[src/rtl/awc_pkg.sv]
package awc_pkg;
  localparam int CART_AW    = 13;
  localparam int BYTE_W     = 8;
  localparam int WIN_OFS_W  = 7;
  localparam int SYNC_DEPTH = 2;

  typedef enum logic [1:0] {
    WIN_NONE  = 2'd0,
    WIN_WRITE = 2'd1,
    WIN_READ  = 2'd2
  } awc_win_e;
endpackage

[src/rtl/awc_sync.sv]
module awc_sync #(
  parameter int W      = 1,
  parameter int STAGES = 2
) (
  input  logic         clk,
  input  logic         rst_n,
  input  logic [W-1:0] d,
  output logic [W-1:0] q
);
  logic [W-1:0] stg_q [STAGES];

  for (genvar i = 0; i < STAGES; i++) begin : g_stage
    if (i == 0) begin : g_first
      always_ff @(posedge clk or negedge rst_n) begin
        if (!rst_n) stg_q[0] <= '0;
        else        stg_q[0] <= d;
      end
    end else begin : g_next
      always_ff @(posedge clk or negedge rst_n) begin
        if (!rst_n) stg_q[i] <= '0;
        else        stg_q[i] <= stg_q[i-1];
      end
    end
  end

  assign q = stg_q[STAGES-1];
endmodule

[src/rtl/awc_win_decode.sv]
module awc_win_decode
  import awc_pkg::*;
#(
  parameter int AW    = CART_AW,
  parameter int OFS_W = WIN_OFS_W
) (
  input  logic [AW-1:0] addr,
  output awc_win_e      win
);
  localparam int SEL_BIT = AW - 1;
  localparam int ZERO_HI = AW - 2;
  localparam int ZERO_LO = OFS_W + 1;

  always_comb begin
    win = WIN_NONE;
    if (addr[SEL_BIT] && (addr[ZERO_HI:ZERO_LO] == '0)) begin
      win = addr[OFS_W] ? WIN_READ : WIN_WRITE;
    end
  end
endmodule

[src/rtl/awc_addr_track.sv]
module awc_addr_track #(
  parameter int AW = 13
) (
  input  logic          clk,
  input  logic          rst_n,
  input  logic [AW-1:0] a_now,
  output logic [AW-1:0] acc_q,
  output logic          chg,
  output logic          match
);
  logic [AW-1:0] prev_q;
  logic [AW-1:0] acc_d;

  always_comb begin
    chg   = (a_now == prev_q) && (a_now != acc_q);
    match = (a_now == acc_q);
    acc_d = chg ? a_now : acc_q;
  end

  always_ff @(posedge clk or negedge rst_n) begin
    if (!rst_n) begin
      prev_q <= '0;
      acc_q  <= '0;
    end else begin
      prev_q <= a_now;
      acc_q  <= acc_d;
    end
  end
endmodule

[src/rtl/awc_history.sv]
module awc_history #(
  parameter int DW = 8
) (
  input  logic          clk,
  input  logic          rst_n,
  input  logic          clr,
  input  logic          shift,
  input  logic [DW-1:0] din,
  output logic [DW-1:0] sel,
  output logic [1:0]    cnt,
  output logic          any
);
  localparam logic [1:0] SAT = 2'd2;

  logic [DW-1:0] last_q, last_d, prior_q, prior_d;
  logic [1:0]    cnt_q, cnt_d;

  always_comb begin
    last_d  = last_q;
    prior_d = prior_q;
    cnt_d   = cnt_q;
    if (clr) begin
      last_d  = '0;
      prior_d = '0;
      cnt_d   = '0;
    end else if (shift) begin
      prior_d = last_q;
      last_d  = din;
      cnt_d   = (cnt_q == SAT) ? SAT : cnt_q + 2'd1;
    end
  end

  always_ff @(posedge clk or negedge rst_n) begin
    if (!rst_n) begin
      last_q  <= '0;
      prior_q <= '0;
      cnt_q   <= '0;
    end else begin
      last_q  <= last_d;
      prior_q <= prior_d;
      cnt_q   <= cnt_d;
    end
  end

  assign sel = (cnt_q == SAT) ? prior_q : last_q;
  assign cnt = cnt_q;
  assign any = (cnt_q != 2'd0);
endmodule

[src/rtl/awc_ram.sv]
module awc_ram #(
  parameter int DW    = 8,
  parameter int OFS_W = 7
) (
  input  logic             clk,
  input  logic             rst_n,
  input  logic             we,
  input  logic [OFS_W-1:0] waddr,
  input  logic [DW-1:0]    wdata,
  input  logic             re,
  input  logic [OFS_W-1:0] raddr,
  output logic [DW-1:0]    rdata
);
  localparam int DEPTH = 1 << OFS_W;

  logic [DW-1:0] mem [DEPTH];
  logic [DW-1:0] rdata_q;

  always_ff @(posedge clk) begin
    if (we) mem[waddr] <= wdata;
  end

  always_ff @(posedge clk or negedge rst_n) begin
    if (!rst_n)  rdata_q <= '0;
    else if (re) rdata_q <= mem[raddr];
  end

  assign rdata = rdata_q;
endmodule

[src/rtl/awc_write_capture.sv]
module awc_write_capture
  import awc_pkg::*;
#(
  parameter int AW          = CART_AW,
  parameter int DW          = BYTE_W,
  parameter int OFS_W       = WIN_OFS_W,
  parameter int SYNC_STAGES = SYNC_DEPTH
) (
  input  logic             clk,
  input  logic             rst_n,
  input  logic [AW-1:0]    bus_addr,
  input  logic [DW-1:0]    bus_data_in,
  output logic [DW-1:0]    bus_data_out,
  output logic             bus_data_oe,
  output logic             commit_valid,
  output logic [OFS_W-1:0] commit_offset,
  output logic [DW-1:0]    commit_data
);
  logic          rst_n_i;
  logic [AW-1:0] a_sync;
  logic [DW-1:0] d_sync;
  logic [AW-1:0] acc_addr;
  logic          chg, match;
  awc_win_e      win_acc, win_raw;
  logic          in_wr, shift_en, commit_d, rd_en;
  logic [DW-1:0] hist_sel;
  logic [1:0]    hist_cnt;
  logic          hist_any;

  logic             cmt_v_q;
  logic [OFS_W-1:0] cmt_ofs_q;
  logic [DW-1:0]    cmt_dat_q;
  logic             oe_q;

  // reset: asserted asynchronously, released on clk
  awc_sync #(.W(1), .STAGES(2)) u_rst (
    .clk(clk), .rst_n(rst_n), .d(1'b1), .q(rst_n_i)
  );

  awc_sync #(.W(AW), .STAGES(SYNC_STAGES)) u_async (
    .clk(clk), .rst_n(rst_n_i), .d(bus_addr), .q(a_sync)
  );

  awc_sync #(.W(DW), .STAGES(SYNC_STAGES)) u_dsync (
    .clk(clk), .rst_n(rst_n_i), .d(bus_data_in), .q(d_sync)
  );

  awc_addr_track #(.AW(AW)) u_track (
    .clk(clk), .rst_n(rst_n_i), .a_now(a_sync),
    .acc_q(acc_addr), .chg(chg), .match(match)
  );

  awc_win_decode #(.AW(AW), .OFS_W(OFS_W)) u_dec_acc (
    .addr(acc_addr), .win(win_acc)
  );

  awc_win_decode #(.AW(AW), .OFS_W(OFS_W)) u_dec_raw (
    .addr(a_sync), .win(win_raw)
  );

  always_comb begin
    in_wr    = (win_acc == WIN_WRITE);
    shift_en = in_wr && match;
    commit_d = chg && in_wr && hist_any;
    rd_en    = (win_raw == WIN_READ);
  end

  awc_history #(.DW(DW)) u_hist (
    .clk(clk), .rst_n(rst_n_i), .clr(chg), .shift(shift_en),
    .din(d_sync), .sel(hist_sel), .cnt(hist_cnt), .any(hist_any)
  );

  always_ff @(posedge clk or negedge rst_n_i) begin
    if (!rst_n_i) begin
      cmt_v_q   <= 1'b0;
      cmt_ofs_q <= '0;
      cmt_dat_q <= '0;
      oe_q      <= 1'b0;
    end else begin
      cmt_v_q <= commit_d;
      oe_q    <= rd_en;
      if (commit_d) begin
        cmt_ofs_q <= acc_addr[OFS_W-1:0];
        cmt_dat_q <= hist_sel;
      end
    end
  end

  awc_ram #(.DW(DW), .OFS_W(OFS_W)) u_ram (
    .clk(clk), .rst_n(rst_n_i),
    .we(cmt_v_q), .waddr(cmt_ofs_q), .wdata(cmt_dat_q),
    .re(rd_en), .raddr(a_sync[OFS_W-1:0]), .rdata(bus_data_out)
  );

  assign bus_data_oe   = oe_q;
  assign commit_valid  = cmt_v_q;
  assign commit_offset = cmt_ofs_q;
  assign commit_data   = cmt_dat_q;
endmodule

[config.mk]
export PLATFORM = sky130hd
export DESIGN_NAME = awc_write_capture
export DESIGN_NICKNAME = d
export VERILOG_FILES = /design/src/rtl/awc_pkg.sv /design/src/rtl/awc_sync.sv /design/src/rtl/awc_win_decode.sv /design/src/rtl/awc_addr_track.sv /design/src/rtl/awc_history.sv /design/src/rtl/awc_ram.sv /design/src/rtl/awc_write_capture.sv
export SDC_FILE = /design/constraint.sdc
export NUM_CORES = 1
export LEC_CHECK = 0
export BUFFER_PORTS_ARGS = -buffer_cell sky130_fd_sc_hd__buf_2
export CAP_MARGIN = 20
export CORE_ASPECT_RATIO = 1.5
export CORE_MARGIN = 3
export CORE_UTILIZATION = 57
export DETAILED_ROUTE_END_ITERATION = 8
export PLACE_DENSITY = 0.73
export SETUP_SLACK_MARGIN = 0.3
export SLEW_MARGIN = 10
export SYNTH_ARGS = -nofsm -noshare
export SYNTH_HDL_FRONTEND = slang
export SYNTH_HIERARCHICAL = 1
export SYNTH_SLANG_ARGS = --single-unit
export TNS_END_PERCENT = 30
[constraint.sdc]
create_clock -name clk -period 8.5 [get_ports clk]
set_input_delay 0.85 -clock clk [delete_from_list [all_inputs] [get_ports clk]]
set_output_delay 0.85 -clock clk [all_outputs]
set_load 0.02 [all_outputs]
==> impl_metrics.xml <==
<?xml version="1.0" encoding="UTF-8"?>
<metrics>
  <group name="pwr">
    <metric name="power_density" unit="nW/µm²">222.0</metric>
    <metric name="leakagePower" unit="nW">13.57</metric>
    <metric name="power_report.internal_total" unit="mW">8.680</metric>
    <metric name="switchingPower" unit="mW">2.137</metric>
    <metric name="power.clock.fraction" unit="%">41.2</metric>
    <metric name="pwr-share-comb" unit="%">2.7</metric>
    <metric name="pwr-share-seq" unit="%">56.1</metric>
    <metric name="vdd_ir_drop_max" unit="V">0.0001842</metric>
    <metric name="total_power" unit="mW">10.82</metric>
    <metric name="switching_share" unit="%">19.76</metric>
  </group>
  <group name="routing">
    <metric name="drt-initial-drc-count" unit="">2630</metric>
    <metric name="via_per_inst" unit="">6.534</metric>
    <metric name="wl_per_cell" unit="µm">30.04</metric>
    <metric name="dr_vias" unit="">22160</metric>
    <metric name="route.final.wire_length" unit="µm">101900</metric>
    <metric name="detail_route.drc_violations" unit="">0</metric>
    <metric name="first_pass_iters" unit="">5</metric>
    <metric name="drt.antenna.violating_nets" unit="">0</metric>
  </group>
  <group name="cells_and_area">
    <metric name="number_of_filler_cells_placed_in_the_layout" unit="">5049</metric>
    <metric name="synthToLayoutAreaGrowth" unit="%">9.407</metric>
    <metric name="antenna_cells_inserted" unit="">0</metric>
    <metric name="post_route_cells_drive_above_1_share" unit="%">21.36</metric>
    <metric name="postLayoutCellArea" unit="µm²">48730</metric>
    <metric name="sequential_area" unit="µm²">33630</metric>
    <metric name="multi_input_comb_area" unit="µm²">9981</metric>
    <metric name="finish.net_count" unit="">2328</metric>
  </group>
  <group name="synth">
    <metric name="post-synth-top-area-cell" unit="">sky130_fd_sc_hd__edfxtp_1</metric>
    <metric name="synth_area_leaders" unit="">sky130_fd_sc_hd__edfxtp_1 (69%), sky130_fd_sc_hd__mux4_2 (10%), sky130_fd_sc_hd__dfrtp_1 (6.3%), sky130_fd_sc_hd__mux2i_1 (3.5%), sky130_fd_sc_hd__nor2_1 (1.5%)</metric>
    <metric name="ys_seq_area_share" unit="%">75.38</metric>
    <metric name="synth.yosys.warnings" unit="">6</metric>
    <metric name="netlist_instances" unit="">2260</metric>
    <metric name="synth_nets" unit="">2286</metric>
    <metric name="mappedNetlistArea" unit="µm²">44540</metric>
    <metric name="synth-seq-cells" unit="">1137</metric>
    <metric name="avgSynthCellArea" unit="µm²">19.71</metric>
    <metric name="postSynth.asyncResetShare" unit="%">9.938</metric>
    <metric name="synth-edff-count" unit="">1024</metric>
    <metric name="yosysUniqueCellTypes" unit="">57</metric>
    <metric name="synth_top_area_share" unit="%">69.03</metric>
    <metric name="postSynth.topFlopCell" unit="">sky130_fd_sc_hd__edfxtp_1</metric>
  </group>
  <group name="clock_network">
    <metric name="clock_insertion_delay_worst_skew" unit="ns">0.67</metric>
    <metric name="clkSinkCount" unit="">1137</metric>
    <metric name="cts_inserted_buffers" unit="">96</metric>
    <metric name="path_clk_slew" unit="ns">0.06</metric>
    <metric name="cts_resized" unit="">0</metric>
    <metric name="hold_buffers" unit="">1</metric>
    <metric name="clock_tree.root_cell" unit="">sky130_fd_sc_hd__clkbuf_16</metric>
    <metric name="clock_tree.htree_level_count" unit="">3</metric>
    <metric name="tritoncts_clock_tree" unit="">done</metric>
    <metric name="post-cts-setup-buffer-count" unit="">0</metric>
    <metric name="clock_path_buffers" unit="">3</metric>
  </group>
  <group name="sta">
    <metric name="setup_viol_count_final" unit="">0</metric>
    <metric name="rsz_0062_raised_after_global_routing" unit="">no</metric>
    <metric name="timing.final.hold_violations" unit="">0</metric>
    <metric name="final_critical_delay_including_setup_and_external_delays" unit="ns">4.479</metric>
    <metric name="final_min_period_over_clock_period" unit="%">52.70</metric>
    <metric name="worst_max_slew_pin_slew" unit="ns">1.336</metric>
    <metric name="finClkSkew" unit="ns">0.02312</metric>
    <metric name="clock.fmax" unit="GHz">0.2233</metric>
    <metric name="final.hold.worst_slack" unit="ns">0.2670</metric>
    <metric name="slew_viol_final" unit="">0</metric>
    <metric name="final.setup.tns" unit="ns">0</metric>
    <metric name="max_slew_headroom" unit="%">10.14</metric>
  </group>
  <group name="global_routing">
    <metric name="vias_in_the_first_global_route" unit="">22650</metric>
    <metric name="antenna_found_initial" unit="">0</metric>
    <metric name="grt_overflow_total" unit="">0</metric>
    <metric name="grt_start_max_net_pins" unit="">108</metric>
    <metric name="track_usage" unit="%">25.61</metric>
    <metric name="wire_length_of_the_first_global_routing_pass" unit="µm">151900</metric>
  </group>
  <group name="worst_setup_path">
    <metric name="data_required_critical_path" unit="ns">8.99</metric>
    <metric name="cpMaxStageDelayCell" unit="">sky130_fd_sc_hd__nor4_1</metric>
    <metric name="worst_path_largest_cell_delay" unit="ns">1.04</metric>
    <metric name="worst_setup_path_end_kind" unit="">register</metric>
    <metric name="worstSetupPathType" unit="">reg2reg</metric>
    <metric name="crit_path_cell_trace" unit="">buf_4 &gt; buf_4 &gt; mux4_2 &gt; and2_1 &gt; o32ai_1 &gt; a21oi_1 &gt; nor4_1 &gt; nor3_1</metric>
    <metric name="timing.critical_path.fanout_max" unit="">51</metric>
    <metric name="library_cell_appearing_most_often_on_the_critical_path" unit="">sky130_fd_sc_hd__buf_4</metric>
    <metric name="setup.reg_to_reg.worst_slack" unit="ns">4.02</metric>
    <metric name="worst_ep_arrival_time" unit="ns">4.97</metric>
    <metric name="startpoint_type" unit="">register</metric>
  </group>
  <group name="floorplanning">
    <metric name="die_x" unit="µm">234.2</metric>
    <metric name="floorplan.initialDensity" unit="%">58.00</metric>
    <metric name="coreArea" unit="µm²">76800</metric>
    <metric name="placementRows" unit="">124</metric>
    <metric name="fp.dieArea" unit="µm²">81600</metric>
    <metric name="floorplan_die_height" unit="µm">348.4</metric>
    <metric name="num_io_pins" unit="">48</metric>
  </group>
  <group name="placement">
    <metric name="globalplace.congestion" unit="">0.8679</metric>
    <metric name="place.port_buffers" unit="">47</metric>
    <metric name="placed_cell_area" unit="µm²">45460</metric>
    <metric name="hpwlAfterDp" unit="µm">63620</metric>
  </group>
  <group name="outcome">
    <metric name="status" unit="">finished, final reports clean</metric>
  </group>
  <group name="min_path">
    <metric name="min_path_type" unit="">reg2async</metric>
  </group>
  <group name="flow_run">
    <metric name="drv.max_cap_violation_count" unit="">0</metric>
  </group>
</metrics>
==> through the flow <==
stage	util [%]	cells	worst slack, ns
finish	63.46	3391	4.021
global route	63.46	3391	3.784
CTS	63.41	3389	3.955
detailed placement	59.19	3209	3.999
global placement	59.19	3208	4.094
floorplan	-	2260	5.119
==> power groups by stage <==
stage | Sequential (mW) | Combinational [mW] | Clock [mW]
finish | 6.07 | 0.297 | 4.45
global route | 6.07 | 0.315 | 4.74
CTS | 6.07 | 0.298 | 4.53
detailed placement | 6.19 | 0.297 | 0
global placement | 6.19 | 0.294 | 0
floorplan | 6.17 | 0.222 | 0
==> worst max-delay path, delay by kind of cell (launching register included) <==
kind | cells | cell delay, ns
muxes | 1 | 0.41
buffers and inverters | 2 | 1.31
AOI/OAI and AO/OA | 2 | 0.29
DFF | 1 | 0.87
and+or+nand+nor | 3 | 1.36
==> state kept, by name (all words and copies together) (netlist names), 13 cells and up <==
name / cells
u_async/q: 13
u_async/stg_q: 13
u_ram/mem: 1024
u_track/acc_q: 13
u_track/prev_q: 13
==> final cells by class <==
class | instances | share of cell area, %
clock buffer | 130 | 5.710
clock inverter | 49 | 0.9140
inverter | 10 | 0.07702
multi-input combinational | 966 | 20.48
sequential | 1137 | 69.00
tap | 1008 | 2.588
timing repair buffer | 91 | 1.227
==> logic make-up after synthesis <==
logic type,count (synthesis),synth area share (%)
compound gates,187,3.003
xor+xnor,26,0.5112
fa+ha+maj,3,0.08428
buf+inv,157,2.211
flops,1137,75.38
mux,408,15.19
other cells,1,0.008419
simple gates,341,3.615
==> cells in the mapped netlist, drive strengths merged, types with 3 or more instances <==
| master | number |
|---|---|
| o211ai | 7 |
| nand2 | 30 |
| nand4 | 8 |
| nor2b | 8 |
| ha | 3 |
| edfxtp | 1024 |
| inv | 10 |
| xnor2 | 16 |
| mux2i | 156 |
| mux4 | 204 |
| o21ai | 10 |
| mux2 | 48 |
| a2111oi | 4 |
| o31ai | 5 |
| nor4 | 11 |
| a21oi | 16 |
| a31oi | 8 |
| and2 | 30 |
| or2 | 3 |
| nand2b | 6 |
| buf | 80 |
| clkbuf | 67 |
| o22ai | 61 |
| xor2 | 10 |
| nor3 | 21 |
| dfrtp | 113 |
| nor2 | 174 |
| a211oi | 22 |
| o221ai | 30 |
| o32ai | 10 |
| nand3 | 37 |
| a32oi | 6 |
==> path summary, 6_finish.rpt <==
kind	depth (start not counted)	start	endpoint
setup / recovery	8	u_async/q[1]	u_ram/rdata[7]
hold / removal	0	u_rst/q	u_async/stg_q[17]
setup reg to reg	8	u_async/q[1]	u_ram/rdata[7]
hold reg to reg	0	u_rst/q	u_async/stg_q[17]
max in group asynchronous	1	u_rst/q	commit_data[7]
min in group clk	1	bus_data_in[1]	u_dsync/stg_q[9]
==> cells in the final DEF, fill, tap and decap left out, types with 13 or more instances in the layout <==
cell / synthesis / layout
sky130_fd_sc_hd__mux2_4: 18 / 18
sky130_fd_sc_hd__dfrtp_4: 0 / 13
sky130_fd_sc_hd__mux4_2: 204 / 204
sky130_fd_sc_hd__clkinv_2: 0 / 22
sky130_fd_sc_hd__buf_4: 32 / 40
sky130_fd_sc_hd__edfxtp_1: 1024 / 1024
sky130_fd_sc_hd__o221ai_1: 30 / 30
sky130_fd_sc_hd__clkbuf_16: 0 / 104
sky130_fd_sc_hd__buf_2: 17 / 48
sky130_fd_sc_hd__clkbuf_1: 66 / 16
sky130_fd_sc_hd__nand2_1: 30 / 30
sky130_fd_sc_hd__a21oi_1: 16 / 16
sky130_fd_sc_hd__mux2_2: 22 / 22
sky130_fd_sc_hd__clkinv_1: 0 / 14
sky130_fd_sc_hd__nor2_1: 174 / 174
sky130_fd_sc_hd__o22ai_1: 61 / 61
sky130_fd_sc_hd__nand3_1: 37 / 37
sky130_fd_sc_hd__a211oi_1: 22 / 22
sky130_fd_sc_hd__and2_1: 30 / 30
sky130_fd_sc_hd__xnor2_1: 16 / 16
sky130_fd_sc_hd__mux2i_1: 156 / 156
sky130_fd_sc_hd__dfrtp_1: 113 / 99
sky130_fd_sc_hd__nor3_1: 19 / 19
==> per-layer routing <==
| layer | vias up | routed length (µm) | track usage (%) |
|---|---|---|---|
| met3 | 261 | 7368 | 4.221 |
| met1 | 11610 | 36210 | 32.36 |
| li1 | 9214 | - | - |
| met2 | 1075 | 52680 | 43.50 |
| met5 | - | 0 | 0 |
| met4 | 0 | 5621 | 12.15 |
No activity file was read; power rests on OpenSTA's default activity.
